File: src/rtl/alu_qs_pkg.sv
package alu_qs_pkg;

    typedef enum logic [1:0] {
        QC_HOLD = 2'd0,
        QC_SHL  = 2'd1,
        QC_SHR  = 2'd2,
        QC_LOAD = 2'd3
    } qctl_e;

    typedef enum logic [1:0] {
        OS_ZERO = 2'd0,
        OS_PASS = 2'd1,
        OS_SHR  = 2'd2,
        OS_SHL  = 2'd3
    } osel_e;

    typedef enum logic [1:0] {
        ST_NONE      = 2'd0,
        ST_MUL       = 2'd1,
        ST_DIV       = 2'd2,
        ST_DIV_FIRST = 2'd3
    } step_e;

    typedef enum logic [1:0] {
        Y_B    = 2'd0,
        Y_NB   = 2'd1,
        Y_ZERO = 2'd2,
        Y_ONES = 2'd3
    } ysel_e;

    typedef struct packed {
        logic       logic_mode;
        logic [3:0] tt;
        ysel_e      ysel;
        logic       cin;
    } alu_ctl_t;

    function automatic logic tt_pick(input logic [3:0] tt, input logic a, input logic b);
        return tt[{a, b}];
    endfunction

endpackage

File: src/rtl/alu_qs_ctl.sv
module alu_qs_ctl
    import alu_qs_pkg::*;
(
    input  logic [3:0] alu_fn,
    input  logic       alu_mode,
    input  logic       carry_in,
    input  step_e      step,
    input  logic       q_lsb,
    input  logic       prev_neg,
    output alu_ctl_t   ctl
);

    always_comb begin
        ctl.logic_mode = alu_mode;
        ctl.tt         = alu_fn;
        ctl.ysel       = ysel_e'(alu_fn[1:0]);
        ctl.cin        = carry_in;
        case (step)
            ST_MUL: begin
                ctl.logic_mode = 1'b0;
                ctl.ysel       = q_lsb ? Y_B : Y_ZERO;
                ctl.cin        = 1'b0;
            end
            ST_DIV: begin
                ctl.logic_mode = 1'b0;
                ctl.ysel       = prev_neg ? Y_B : Y_NB;
                ctl.cin        = ~prev_neg;
            end
            ST_DIV_FIRST: begin
                ctl.logic_mode = 1'b0;
                ctl.ysel       = Y_NB;
                ctl.cin        = 1'b1;
            end
            default: ;
        endcase
    end

endmodule

File: src/rtl/alu_qs_cla.sv
module alu_qs_cla #(
    parameter int W  = 32,
    parameter int GW = 4
) (
    input  logic [W-1:0] x,
    input  logic [W-1:0] y,
    input  logic         cin,
    output logic [W-1:0] sum,
    output logic         cout,
    output logic         ovf
);

    localparam int NG = W / GW;

    logic [W-1:0]  bit_g;
    logic [W-1:0]  bit_p;
    logic [NG-1:0] grp_g;
    logic [NG-1:0] grp_p;
    logic [NG:0]   grp_c;
    logic [W:0]    bit_c;

    assign bit_g = x & y;
    assign bit_p = x ^ y;

    // group generate/propagate and in-group carries
    for (genvar k = 0; k < NG; k++) begin : g_grp
        logic          g_l;
        logic          p_l;
        logic [GW:0]   lc;
        always_comb begin
            g_l = 1'b0;
            p_l = 1'b1;
            for (int i = 0; i < GW; i++) begin
                g_l = bit_g[k*GW+i] | (bit_p[k*GW+i] & g_l);
                p_l = p_l & bit_p[k*GW+i];
            end
        end
        always_comb begin
            lc[0] = grp_c[k];
            for (int i = 0; i < GW; i++) begin
                lc[i+1] = bit_g[k*GW+i] | (bit_p[k*GW+i] & lc[i]);
            end
        end
        assign grp_g[k]             = g_l;
        assign grp_p[k]             = p_l;
        assign bit_c[k*GW +: GW]    = lc[GW-1:0];
    end

    // second level: each group carry-in as a flat sum of products
    always_comb begin
        logic acc;
        logic prod;
        grp_c[0] = cin;
        for (int k = 1; k <= NG; k++) begin
            acc = cin;
            for (int j = 0; j < k; j++) acc = acc & grp_p[j];
            for (int j = 0; j < k; j++) begin
                prod = grp_g[j];
                for (int m = j + 1; m < k; m++) prod = prod & grp_p[m];
                acc = acc | prod;
            end
            grp_c[k] = acc;
        end
    end

    assign bit_c[W] = grp_c[NG];
    assign sum      = bit_p ^ bit_c[W-1:0];
    assign cout     = bit_c[W];
    assign ovf      = bit_c[W] ^ bit_c[W-1];

endmodule

File: src/rtl/alu_qs_core.sv
module alu_qs_core
    import alu_qs_pkg::*;
#(
    parameter int W  = 32,
    parameter int GW = 4
) (
    input  logic [W-1:0] a,
    input  logic [W-1:0] b,
    input  alu_ctl_t     ctl,
    output logic [W-1:0] res,
    output logic         cout,
    output logic         ovf
);

    logic [W-1:0] y_op;
    logic [W-1:0] sum;
    logic [W-1:0] lres;
    logic         add_c;
    logic         add_v;

    always_comb begin
        case (ctl.ysel)
            Y_B:     y_op = b;
            Y_NB:    y_op = ~b;
            Y_ZERO:  y_op = '0;
            default: y_op = '1;
        endcase
    end

    alu_qs_cla #(.W(W), .GW(GW)) u_cla (
        .x    (a),
        .y    (y_op),
        .cin  (ctl.cin),
        .sum  (sum),
        .cout (add_c),
        .ovf  (add_v)
    );

    for (genvar i = 0; i < W; i++) begin : g_lbit
        assign lres[i] = tt_pick(ctl.tt, a[i], b[i]);
    end

    assign res  = ctl.logic_mode ? lres : sum;
    assign cout = ~ctl.logic_mode & add_c;
    assign ovf  = ~ctl.logic_mode & add_v;

endmodule

File: src/rtl/alu_qs_qreg.sv
module alu_qs_qreg
    import alu_qs_pkg::*;
#(
    parameter int W = 32
) (
    input  logic         clk,
    input  logic         rst,
    input  logic         en,
    input  qctl_e        qctl,
    input  logic [W-1:0] res,
    input  logic         sign_now,
    input  logic         div_upd,
    output logic [W-1:0] q,
    output logic         prev_neg
);

    always_ff @(posedge clk) begin
        if (rst) begin
            q        <= '0;
            prev_neg <= 1'b0;
        end else if (en) begin
            case (qctl)
                QC_SHL:  q <= {q[W-2:0], ~res[W-1]};
                QC_SHR:  q <= {res[0], q[W-1:1]};
                QC_LOAD: q <= res;
                default: ;
            endcase
            if (div_upd) prev_neg <= sign_now;
        end
    end

endmodule

File: src/rtl/alu_qs_outmux.sv
module alu_qs_outmux
    import alu_qs_pkg::*;
#(
    parameter int W = 32
) (
    input  osel_e        sel,
    input  logic [W-1:0] res,
    input  logic         true_sign,
    input  logic         q_msb,
    output logic [W-1:0] bus
);

    always_comb begin
        case (sel)
            OS_PASS: bus = res;
            OS_SHR:  bus = {true_sign, res[W-1:1]};
            OS_SHL:  bus = {res[W-2:0], q_msb};
            default: bus = '0;
        endcase
    end

endmodule

File: src/rtl/alu_qshift.sv
module alu_qshift
    import alu_qs_pkg::*;
#(
    parameter int W  = 32,
    parameter int GW = 4
) (
    input  logic         clk,
    input  logic         rst,
    input  logic         alu_valid,
    input  logic [W-1:0] op_a,
    input  logic [W-1:0] op_b,
    input  logic [3:0]   alu_fn,
    input  logic         alu_mode,
    input  logic         carry_in,
    input  logic [1:0]   q_ctl,
    input  logic [1:0]   out_sel,
    input  logic [1:0]   step_sel,
    output logic [W-1:0] alu_res,
    output logic         alu_cout,
    output logic [W-1:0] bus_out,
    output logic [W-1:0] q_out
);

    alu_ctl_t     ctl;
    logic         prev_neg;
    logic         ovf;
    logic         true_sign;
    step_e        step;

    assign step      = step_e'(step_sel);
    assign true_sign = alu_res[W-1] ^ ovf;

    alu_qs_ctl u_ctl (
        .alu_fn   (alu_fn),
        .alu_mode (alu_mode),
        .carry_in (carry_in),
        .step     (step),
        .q_lsb    (q_out[0]),
        .prev_neg (prev_neg),
        .ctl      (ctl)
    );

    alu_qs_core #(.W(W), .GW(GW)) u_core (
        .a    (op_a),
        .b    (op_b),
        .ctl  (ctl),
        .res  (alu_res),
        .cout (alu_cout),
        .ovf  (ovf)
    );

    alu_qs_qreg #(.W(W)) u_qreg (
        .clk      (clk),
        .rst      (rst),
        .en       (alu_valid),
        .qctl     (qctl_e'(q_ctl)),
        .res      (alu_res),
        .sign_now (true_sign),
        .div_upd  (step_sel[1]),
        .q        (q_out),
        .prev_neg (prev_neg)
    );

    alu_qs_outmux #(.W(W)) u_out (
        .sel       (osel_e'(out_sel)),
        .res       (alu_res),
        .true_sign (true_sign),
        .q_msb     (q_out[W-1]),
        .bus       (bus_out)
    );

endmodule

File: config.mk
export PLATFORM = sky130hd
export DESIGN_NAME = alu_qshift
export DESIGN_NICKNAME = d
export VERILOG_FILES = /design/src/rtl/alu_qs_pkg.sv /design/src/rtl/alu_qs_ctl.sv /design/src/rtl/alu_qs_cla.sv /design/src/rtl/alu_qs_core.sv /design/src/rtl/alu_qs_qreg.sv /design/src/rtl/alu_qs_outmux.sv /design/src/rtl/alu_qshift.sv
export SDC_FILE = /design/constraint.sdc
export NUM_CORES = 1
export LEC_CHECK = 0
export BUFFER_PORTS_ARGS = -buffer_cell sky130_fd_sc_hd__buf_2
export CORE_UTILIZATION = 55
export DETAILED_ROUTE_END_ITERATION = 8
export GPL_ROUTABILITY_DRIVEN = 0
export PLACE_DENSITY = 0.93
export RECOVER_POWER = 50
export SYNTH_ARGS = -nofsm -noshare
export SYNTH_HDL_FRONTEND = slang
export SYNTH_SLANG_ARGS = --single-unit
File: constraint.sdc
create_clock -name clk -period 16.15 [get_ports clk]
set_clock_uncertainty 0.05 [all_clocks]
set_input_delay 1.615 -clock clk [delete_from_list [all_inputs] [get_ports clk]]
set_output_delay 1.615 -clock clk [all_outputs]
set_load 0.05 [all_outputs]
==> flow_metrics.py <==
metrics = {
    "pwr": {
        "switchingPower_uw": 472,
        "p_clk_share_pct": 8.1,
        "intPower_uw": 277,
        "p_leak_nw": 3.09,
        "ir_worst_vdd_mv": 0.0696,
        "switching_share_pct": 63.0,
        "power_frac_comb_pct": 79.1,
        "p_total_uw": 748,
        "p_per_area_mw_per_mm2": 116,
        "pwr-share-seq_pct": 12.9,
    },
    "yosys": {
        "ys_types": 42,
        "synth_area_mm2": 0.00563,
        "synth-warning-count": 0,
        "synth-edff-count": 0,
        "synth_cells": 726,
        "seq_area_frac_synth_pct": 11.7,
        "synth-seq-cells": 33,
        "syn_area_per_cell_um2": 7.76,
        "synth_ff_type": "dfxtp_1",
        "synth-async-reset-ratio_pct": 0,
        "syn-num-nets": 861,
    },
    "sta": {
        "max_slew_margin_pct": 15.0,
        "maxSlewViolCount": 0,
        "setup_viol": 0,
        "worst_slew_pin_slew_ps": 1280,
        "finalSetupTns_ps": 0,
        "period_share_pct": 61.5,
        "hold_viol": 0,
        "fmax_mhz": 101,
        "timing.final.crit_period_ps": 9930,
        "rsz0062_at_grt": "false",
    },
    "route": {
        "vias": 5940,
        "wirelength_um": 16700,
        "drcViolationCount": 0,
        "vias_per_cell": 6.04,
        "drt_iter0_drc": 339,
        "drt-wirelength-per-cell_um": 16.9,
        "ant_nets": 0,
        "drtPass1Iterations": 5,
    },
    "final_layout": {
        "antenna_cells": 0,
        "final_common_cell": "buf_2",
        "syn_to_final_growth_pct": 14.9,
        "final.fill_count": 897,
        "final_cell_mix": "buf_2, nand2_1, nor2_1",
        "fin_area_mm2": 0.00647,
        "drive_above_1_share_pct": 22.1,
        "nNetsFinal": 984,
    },
    "clock_tree": {
        "cts_buffer_depth": 2,
        "holdBufCountCts": 0,
        "cts_tree": "yes",
        "cts.htree.levels": 2,
        "clk_latency_ps": 280,
        "ctsRootBufferMaster": "clkbuf_8",
        "clk_pin_slew_ps": 70,
        "cts.sinks": 33,
        "cts_setup_buffers": 0,
        "cts_resized": 0,
        "cts_buffers": 5,
    },
    "critical_path": {
        "required_ps": 14490,
        "path_max_fanout": 33,
        "arrival_ps": 8270,
        "reg2reg_from": "u_qreg.q[0]$_SDFFE_PP0P_",
        "start_kind": "input port",
        "crit_start": "alu_fn[1]",
        "endpoint_kind": "primary output",
        "criticalPathCategory": "input port to primary output",
    },
    "worst_hold_path": {
        "hold_start": "u_qreg.q[31]$_SDFFE_PP0P_",
        "hp-class": "flop to flop",
    },
    "floorplanning": {
        "start_util_pct": 57.1,
        "fp.coreArea_mm2": 0.00986,
        "ios": 176,
        "die-area_mm2": 0.0106,
        "die_h_um": 103,
        "placementRows": 36,
        "die_x_um": 103,
    },
    "global_routing": {
        "grt_antenna_before_repair": 0,
        "grt_pass1_wl_um": 25600,
        "grt.total_usage_pct": 30.9,
        "grt_pass1_vias": 5276,
        "grt_max_degree": 77,
        "grt_overflow": 0,
    },
    "place": {
        "dp_hpwl_um": 12800,
        "placed_area_mm2": 0.00644,
        "io_buffer_count": 175,
    },
    "flow_run": {
        "maxCapViolations": 0,
    },
    "outcome": {
        "outcome": "finished clean",
    },
}
power by group through the flow:
stage / Sequential [mW] / Clock [mW] / Combinational [mW]
after detailed placement: 0.0976 / 0 / 0.589
after CTS: 0.0957 / 0.0606 / 0.590
after global routing: 0.0970 / 0.0659 / 0.634
after floorplan: 0.117 / 0 / 0.429
after global placement: 0.0972 / 0 / 0.576
final: 0.0962 / 0.0603 / 0.592
routing by layer:
metal	up-vias	global-route usage [%]	wire [um]
li1	2767	-	-
met1	2796	43.7	7040
met2	327	48.7	7610
met3	50	3.63	1520
met4	0	11.4	484
met5	-	0	0
flip-flops by register name (all words and copies together) (netlist names):
name,cells
u_qreg.q,32
u_qreg.prev_neg,1
per-stage QoR:
step | std cells | hold WS (ps) | util (%) | worst slack [ps]
after global routing | 983 | 511 | 65.6 | 5490
after floorplan | 726 | 449 | - | 6330
final | 983 | 492 | 65.6 | 6220
after global placement | 975 | 464 | 65.3 | 7160
after CTS | 983 | 484 | 66.1 | 6960
after detailed placement | 975 | 475 | 65.3 | 6940
cells by family (layout without fill, tap and decap cells):
group	Yosys count	count (layout)	synth area share, %
flops	33	33	11.7
fa+ha+maj	56	56	15.6
xor+xnor	40	40	6.22
simple gates	203	203	15.0
mux	90	90	23.2
compound gates	184	184	19.8
buf+inv	120	244	8.44
cell type report:
| class | instances | area [um^2] | area share, % |
|---|---|---|---|
| multi-input combinational | 573 | 4490 | 69.4 |
| timing repair buffer | 178 | 851 | 13.2 |
| sequential | 33 | 661 | 10.2 |
| inverter | 58 | 218 | 3.37 |
| tap | 133 | 166 | 2.57 |
| clock buffer | 6 | 72.6 | 1.12 |
| clock inverter | 2 | 10.0 | 0.155 |
final timing paths:
path	endpoint	slack (ps)	cells past startpoint
setup / recovery	bus_out[31]	6220	24
hold / removal	u_qreg.q[31]$_SDFFE_PP0P_	490	2
setup reg to reg	u_qreg.q[31]$_SDFFE_PP0P_	10160	21
hold reg to reg	u_qreg.q[31]$_SDFFE_PP0P_	490	2
synth_stat cells (3+ instances only):
cell       n  area share, %
mux4_2    32             13
buf_1      6           0.40
and2_1     3           0.33
buf_2      8           0.71
o21ai_0   44            3.9
dfxtp_1   33             12
nor2_1    80            5.3
a21o_1     7           0.93
and3_1     3           0.33
o211ai_1   3           0.40
xnor2_1    7            1.1
mux2i_1   54            9.6
nand4_1    6           0.67
a21oi_1   68            6.0
nand2_1   93            6.2
clkbuf_1  45            3.0
nand3_1    3           0.27
fa_1      24            8.5
xor2_1    33            5.1
mux2_2     4           0.80
o21a_1    12            1.6
a211oi_1  33            4.4
inv_1     58            3.9
a31oi_1    7           0.78
ha_1      32            7.1
nand2b_1  10            1.1
worst max-delay path, stage by stage:
cell	delay (ps)
clkbuf_1	910
nand2_1	80
o21ai_0	120
nand2_1	640
nand2_1	300
xor2_1	140
ha_1	370
nand4_1	120
a2111oi_0	400
a211oi_1	180
o41a_1	440
a21oi_1	240
a21o_1	200
fa_1	170
inv_1	50
fa_1	410
fa_1	460
xor2_1	160
o21ai_1	370
a21oi_1	130
a21oi_1	210
o22ai_1	110
mux2i_1	140
buf_2	280
Note: power is estimated with default switching activity, not from simulation.
